### config.mk
export PLATFORM = sky130hd
export DESIGN_NAME = signed_flag_cmp
export DESIGN_NICKNAME = d
export VERILOG_FILES = /design/src/rtl/sfc_pkg.sv /design/src/rtl/sfc_subtractor.sv /design/src/rtl/sfc_flag_unit.sv /design/src/rtl/sfc_rel_decode.sv /design/src/rtl/signed_flag_cmp.sv
export SDC_FILE = /design/constraint.sdc
export NUM_CORES = 1
export LEC_CHECK = 0
export BUFFER_PORTS_ARGS = -buffer_cell sky130_fd_sc_hd__buf_2
export CORE_AREA = 2 2 39 41
export DETAILED_ROUTE_END_ITERATION = 7
export DIE_AREA = 0 0 41 43
export PLACE_DENSITY_LB_ADDON = 0.05
export SYNTH_ARGS = -nofsm -noshare
export SYNTH_HDL_FRONTEND = slang
export SYNTH_SLANG_ARGS = --single-unit
### constraint.sdc
create_clock -name vclk -period 3.65
set_clock_uncertainty 0.2 [all_clocks]
set_input_delay 0.1825 -clock vclk [all_inputs]
set_output_delay 0.1825 -clock vclk [all_outputs]
set_load 0.005 [all_outputs]
### src/rtl/sfc_pkg.sv
package sfc_pkg;

    // Status flags derived from the subtraction result
    typedef struct packed {
        logic zero;
        logic neg;
        logic ovf;
    } sfc_flags_t;

    // The five signed relations
    typedef struct packed {
        logic eq;
        logic lt;
        logic le;
        logic gt;
        logic ge;
    } sfc_rel_t;

    // Sum output of one full-adder cell
    function automatic logic fa_sum(input logic a, input logic b, input logic cin);
        return a ^ b ^ cin;
    endfunction

    // Carry output of one full-adder cell
    function automatic logic fa_carry(input logic a, input logic b, input logic cin);
        return (a & b) | (a & cin) | (b & cin);
    endfunction

    // Relations decoded from the flags only
    function automatic sfc_rel_t rel_from_flags(input sfc_flags_t f);
        sfc_rel_t r;
        logic     below;
        below = f.neg ^ f.ovf;
        r.eq  = f.zero;
        r.lt  = below;
        r.le  = f.zero | below;
        r.gt  = ~(f.zero | below);
        r.ge  = ~below;
        return r;
    endfunction

endpackage

### src/rtl/sfc_subtractor.sv
module sfc_subtractor #(
    parameter int W = 4
) (
    input  logic [W-1:0] minuend_i,
    input  logic [W-1:0] subtrahend_i,
    output logic [W-1:0] diff_o
);
    import sfc_pkg::*;

    logic [W-1:0] sub_inv;
    logic [W-1:0] carry;

    assign sub_inv  = ~subtrahend_i;
    // The +1 of the two's-complement negation enters as the carry into bit 0
    assign carry[0] = 1'b1;

    for (genvar i = 0; i < W; i++) begin : g_cell
        assign diff_o[i] = fa_sum(minuend_i[i], sub_inv[i], carry[i]);
        if (i < W - 1) begin : g_carry
            assign carry[i+1] = fa_carry(minuend_i[i], sub_inv[i], carry[i]);
        end
    end


    always_comb begin
        diff_wrap_chk: assert (diff_o == W'(minuend_i - subtrahend_i))
            else $error("ripple difference disagrees with arithmetic difference");
    end

endmodule

### src/rtl/sfc_flag_unit.sv
module sfc_flag_unit #(
    parameter int W = 4
) (
    input  logic [W-1:0]        diff_i,
    input  logic                x_msb_i,
    input  logic                y_msb_i,
    output sfc_pkg::sfc_flags_t flags_o
);
    import sfc_pkg::*;

    localparam int MSB = W - 1;

    logic [W-1:0] any_set;

    // Running OR over the difference bits, from the low end upwards
    assign any_set[0] = diff_i[0];
    for (genvar i = 1; i < W; i++) begin : g_or
        assign any_set[i] = any_set[i-1] | diff_i[i];
    end

    assign flags_o.zero = ~any_set[MSB];
    assign flags_o.neg  = diff_i[MSB];
    assign flags_o.ovf  = (x_msb_i ^ y_msb_i) & (x_msb_i ^ diff_i[MSB]);


    always_comb begin
        if (x_msb_i == y_msb_i) begin
            no_overflow_chk: assert (!flags_o.ovf)
                else $error("overflow flagged for operands of equal sign");
        end
    end


    always_comb begin
        if (flags_o.zero) begin
            zero_sign_chk: assert (!flags_o.neg && !flags_o.ovf)
                else $error("zero result carries sign or overflow");
        end
    end

endmodule

### src/rtl/sfc_rel_decode.sv
module sfc_rel_decode (
    input  sfc_pkg::sfc_flags_t flags_i,
    output sfc_pkg::sfc_rel_t   rel_o
);
    import sfc_pkg::*;

    assign rel_o = rel_from_flags(flags_i);


    always_comb begin
        one_relation_chk: assert ($onehot({rel_o.lt, rel_o.eq, rel_o.gt}))
            else $error("lt/eq/gt not exactly one-hot");
    end


    always_comb begin
        complement_chk: assert ((rel_o.ge != rel_o.lt) && (rel_o.gt != rel_o.le))
            else $error("complementary relations disagree");
    end

endmodule

### src/rtl/signed_flag_cmp.sv
module signed_flag_cmp #(
    parameter int W = 4
) (
    input  logic [W-1:0] x_i,
    input  logic [W-1:0] y_i,
    output logic [W-1:0] diff_o,
    output logic         zero_o,
    output logic         neg_o,
    output logic         ovf_o,
    output logic         eq_o,
    output logic         lt_o,
    output logic         le_o,
    output logic         gt_o,
    output logic         ge_o
);
    import sfc_pkg::*;

    localparam int MSB = W - 1;

    sfc_flags_t flags;
    sfc_rel_t   rel;

    initial begin
        width_min_chk: assert (W >= 2) else $error("operand width must be at least 2");
    end

    sfc_subtractor #(.W(W)) u_sub (
        .minuend_i    (x_i),
        .subtrahend_i (y_i),
        .diff_o       (diff_o)
    );

    sfc_flag_unit #(.W(W)) u_flags (
        .diff_i  (diff_o),
        .x_msb_i (x_i[MSB]),
        .y_msb_i (y_i[MSB]),
        .flags_o (flags)
    );

    sfc_rel_decode u_rel (
        .flags_i (flags),
        .rel_o   (rel)
    );

    assign zero_o = flags.zero;
    assign neg_o  = flags.neg;
    assign ovf_o  = flags.ovf;
    assign eq_o   = rel.eq;
    assign lt_o   = rel.lt;
    assign le_o   = rel.le;
    assign gt_o   = rel.gt;
    assign ge_o   = rel.ge;


    always_comb begin
        lt_signed_chk: assert (lt_o == ($signed(x_i) < $signed(y_i)))
            else $error("flag-derived less-than disagrees with signed compare");
    end


    always_comb begin
        eq_operands_chk: assert (eq_o == (x_i == y_i))
            else $error("equal output disagrees with operands");
    end

endmodule

==> results.py, run 1 <==
metrics = {
    "job": {
        "cap_violations": 0,
    },
    "synthesis": {
        "synth_area_leaders": "fa_1 34%, inv_1 21%, nand4b_4 14%, buf_4 8.6%, ha_1 7.1%",
        "yosys.area_share.adder": 0.414,
        "synth_compound_area_frac": 0.0357,
        "yosysTopAreaCell": "fa_1",
        "synth_nets": 34,
        "synth_top_area_frac": 0.343,
        "yosysWarnings": 0,
        "postSynthAreaPerCell_sq_um": 7.96,
        "synth_top_family_by_area": "adder cells",
        "synth_cells": 22,
        "synth-xor-area-share": 0,
        "ys_seq_area_frac": 0,
        "yosysUniqueCellTypes": 9,
        "synth.area.mux_share": 0,
        "syn_area_sq_um": 175,
        "synth-simple-area-share": 0.250,
    },
    "sta": {
        "fin_setup_tns_ns": 0,
        "fin_crit_sh": 0.727,
        "layout_min_cycle_time_ns": 2.65,
        "fmax_ghz": 0.377,
        "relSlewSlack": 0.895,
        "hold_viol_final": 0,
        "rsz0062_at_grt": "no",
        "finalSetupViolCount": 0,
        "tightest_slew_ns": 0.157,
        "slew_violations": 0,
        "whs_ns": 0.445,
        "fin_ws_ns": 0.997,
    },
    "floorplanning": {
        "rows": 14,
        "die_area_sq_um": 1760,
        "ios": 20,
        "die_x_um": 41,
        "core_sq_um": 1380,
        "dieHeight_um": 43,
        "start_util": 0.127,
    },
    "layout": {
        "final_area_sq_um": 280,
        "fin_nets": 54,
        "n_antenna_cell": 0,
        "nClkBuffers": 0,
        "drive_above_1_share": 0.525,
        "multi_input_area_sq_um": 123,
        "area_delta_synth_final_pct": 60.0,
        "fillers": 170,
        "seq_area_sq_um": 0,
        "layoutNonFillerInstCount": 56,
        "seq_cell_count": 0,
    },
    "route": {
        "firstDrtPassIters": 1,
        "drtAntennaViolNets": 0,
        "wl_um": 383,
        "num_vias": 184,
        "vias_per_cell": 3.29,
        "wire_per_inst_um": 6.84,
        "drc": 0,
        "drtIter0Drc": 0,
    },
    "worst_setup_path": {
        "cp-end-kind": "output port",
        "slowest_delay_ns": 0.47,
        "cp_cell_sequence": "buf_2 -> inv_1 -> ha_1 -> fa_1 -> fa_1 -> inv_1 -> fa_1 -> nand4b_4 -> and2_1 -> buf_2",
        "crit_arrival_ns": 2.27,
        "crit_path_frequent_cell": "fa_1",
        "cpMaxStageDelayCell": "fa_1",
        "critPathKind": "in -> out",
        "required_ns": 3.27,
        "path_max_fanout": 5,
        "worstSetupStartpointType": "input pin",
    },
    "grt": {
        "grt_start_max_net_pins": 6,
        "grt_pass1_wl_um": 627,
        "grt_overflow": 0,
        "grt_usage": 0.0470,
        "grt_pass1_vias": 165,
        "antenna_found_initial": 0,
    },
    "placement": {
        "dp_cells": 56,
        "portBuffers": 20,
        "finalWeightedCongestion": 0.611,
        "pre_cts_ws_ns": 0.957,
        "placed_cell_area_sq_um": 280,
        "dp_hpwl_um": 372,
    },
    "clock_network": {
        "post-cts-setup-buffers": 0,
        "hold_buffers": 0,
        "post_cts_resize_count": 0,
    },
    "worst_hold_path": {
        "holdPathEnd": "ovf_o",
        "min_path_cells": 3,
        "worstHoldStart": "x_i[3]",
        "hold_class": "in -> out",
    },
    "pwr": {
        "powerDensity_nw_per_um2": 183,
        "p_leak_nw": 0.198,
        "ir_drop_mv": 0.0388,
    },
    "outcome": {
        "outcome": "finished, final reports clean",
    },
}
## cell families after synthesis
kind of cell,Yosys count
buf+inv,12
simple gates,5
fa+ha+maj,4
compound gates,1
## metrics by stage
stage / utilization / total power [mW]
floorplan: - / 0.0329
global placement: 0.203 / 0.0527
detailed placement: 0.203 / 0.0530
CTS: 0.203 / 0.0531
global route: 0.203 / 0.0590
finish: 0.203 / 0.0514
## how the worst max path moves through the flow
stage | from | to | depth (start not counted)
CTS | x_i[0] | gt_o | 10
global route | x_i[0] | gt_o | 10
global placement | x_i[0] | gt_o | 10
detailed placement | x_i[0] | gt_o | 10
floorplan | x_i[0] | zero_o | 9
finish | x_i[0] | gt_o | 10
## layer usage
metal	wire length [um]	vias to the layer above	GRT usage
met4	0	0	0
li1	-	98	-
met3	51	0	0
met2	194	12	0.0875
met1	137	74	0.0605
met5	0	-	0
## layout make-up
class | count | area share
tap | 16 | 0.0714
multi-input combinational | 10 | 0.438
inverter | 10 | 0.134
timing repair buffer | 20 | 0.357
## critical path: cells and delay by family
kind | cells | cell delay [ns]
adder cells (fa/ha/maj) | 4 | 1.41
AND/OR/NAND/NOR | 2 | 0.38
buffers and inverters | 4 | 0.30
## placed cells by master, fill, tap and decap left out
cell	count
and2_1	1
buf_2	20
fa_1	3
ha_1	1
inv_1	10
nand2_1	2
nand2b_1	1
nand4b_4	1
o22ai_1	1
## synthesized netlist by cell type, drive strengths merged
cell and n:
fa 3, nand4b 1, buf 2, nand2b 1
nand2 2, ha 1, inv 10, and2 1
o22ai 1
## where the power goes
part	switching [mW]	internal [mW]	leakage (nW)	total, mW
clock	0	0	0	0
sequential	0	0	0	0
combinational	0.0240	0.0274	0.198	0.0514
total	0.0240	0.0274	0.198	0.0514
Note: power is estimated with default switching activity, not from simulation.
==> run 2, diff against run 1 <==
- clock period: 3.65 -> 2.6 ns (I/O delays scaled with it)
==> results.py, run 2 (synthesis results as in run 1) <==
metrics = {
    "grt": {
        "grt_pass1_vias": 174,
        "grt_start_max_net_pins": 6,
        "grt_overflow": 0,
        "grt_pass1_wl_um": 662,
        "grt_usage": 0.0511,
        "antenna_found_initial": 0,
    },
    "worst_setup_path": {
        "cp_cell_sequence": "buf_2 -> inv_1 -> ha_1 -> fa_2 -> fa_2 -> inv_2 -> fa_2 -> nand4b_4 -> and2_1 -> buf_2",
        "cpMaxStageDelayCell": "fa_2",
        "crit_arrival_ns": 2.12,
        "critPathKind": "in -> out",
        "crit_path_frequent_cell": "fa_2",
        "worstSetupStartpointType": "input pin",
        "cp-end-kind": "output port",
        "path_max_fanout": 3,
        "slowest_delay_ns": 0.45,
        "required_ns": 2.27,
    },
    "layout": {
        "layoutNonFillerInstCount": 57,
        "seq_area_sq_um": 0,
        "seq_cell_count": 0,
        "final_cell_mix": "20 x buf_2, 9 x inv_1, 3 x fa_2",
        "fin_nets": 55,
        "final_util": 0.213,
        "nClkBuffers": 0,
        "final_area_sq_um": 295,
        "drive_above_1_share": 0.634,
        "final_common_cell": "buf_2",
        "area_delta_synth_final_pct": 68.6,
        "n_antenna_cell": 0,
    },
    "placement": {
        "placed_cell_area_sq_um": 280,
        "finalWeightedCongestion": 0.608,
        "portBuffers": 20,
        "dp_hpwl_um": 406,
        "dp_cells": 56,
    },
    "sta": {
        "rsz0062_at_grt": "no",
        "hold_viol_final": 0,
        "fmax_ghz": 0.407,
        "tightest_slew_ns": 0.121,
        "finalSetupViolCount": 0,
        "fin_crit_sh": 0.944,
        "layout_min_cycle_time_ns": 2.45,
        "relSlewSlack": 0.919,
        "fin_setup_tns_ns": 0,
        "slew_violations": 0,
    },
    "floorplanning": {
        "core_sq_um": 1380,
        "die_area_sq_um": 1760,
        "ios": 20,
        "rows": 14,
        "die_x_um": 41,
        "start_util": 0.127,
        "dieHeight_um": 43,
    },
    "pwr": {
        "powerDensity_nw_per_um2": 272,
        "p_seq_frac": 0,
        "p_int_mw": 0.0444,
        "comb_power_share": 1.000,
        "swShare": 0.447,
        "p_switching_mw": 0.0358,
        "ir_drop_mv": 0.0831,
        "p_leak_nw": 0.199,
        "power_mw": 0.0802,
        "clkPwrFrac": 0,
    },
    "route": {
        "num_vias": 193,
        "drc": 0,
        "wl_um": 426,
        "drtAntennaViolNets": 0,
        "firstDrtPassIters": 2,
        "wire_per_inst_um": 7.47,
        "vias_per_cell": 3.39,
        "drtIter0Drc": 1,
    },
    "clock_network": {
        "hold_buffers": 0,
    },
    "worst_hold_path": {
        "hold_class": "in -> out",
    },
    "job": {
        "cap_violations": 0,
    },
    "outcome": {
        "outcome": "finished, final reports clean",
    },
}
-- run 2: changes by cell type in the layout (fill, tap and decap cells not counted), sizes merged --
cell	previous run	this run
buf	20	21
-- run 2: path summary, 6_finish.rpt --
kind  startpoint    end  cells after the start
min       x_i[3]  ovf_o                      3
max       x_i[0]   gt_o                     10
-- run 2: critical path, delay by kind of cell --
kind | cells | cell delay [ns]
and+or+nand+nor | 2 | 0.35
buffers and inverters | 4 | 0.30
adders and majority gates | 4 | 1.35
-- run 2: layout make-up --
class | instances | area (sq um)
fillers | 167 | 1090
multi-input cells | 10 | 130
repair buffers | 21 | 108
inverters | 10 | 37.5
well taps | 16 | 20.0
-- run 2: what timing repair did --
item | 4_1_cts | 5_1_grt
buffers inserted | 0 | 1
pin swaps | 0 | 1
resized for setup | 1 | 3
endpoints found under the setup margin | 1 | 5
cloned | 0 | 0
-- run 2: power by group through the flow --
| stage | clock [mW] | combinational [mW] | sequential, mW |
|---|---|---|---|
| after floorplan | 0 | 0.0461 | 0 |
| after global placement | 0 | 0.0741 | 0 |
| after detailed placement | 0 | 0.0750 | 0 |
| after CTS | 0 | 0.0766 | 0 |
| after global routing | 0 | 0.0914 | 0 |
| final | 0 | 0.0802 | 0 |
-- run 2: metrics by stage --
step | worst slack, ns | hold WS, ns
detailed placement | 0.00272 | 0.335
finish | 0.145 | 0.336
floorplan | 0.280 | 0.113
CTS | 0.0113 | 0.337
global placement | 0.0475 | 0.332
global route | 0.0330 | 0.358
-- run 2: routing by layer --
layer  GRT usage  vias to the layer above  routed length (um)
li1            -                       99                   -
met1      0.0703                       82                 151
met2      0.0906                       12                 226
met3           0                        0                  48
met4           0                        0                   0
met5           0                        -                   0
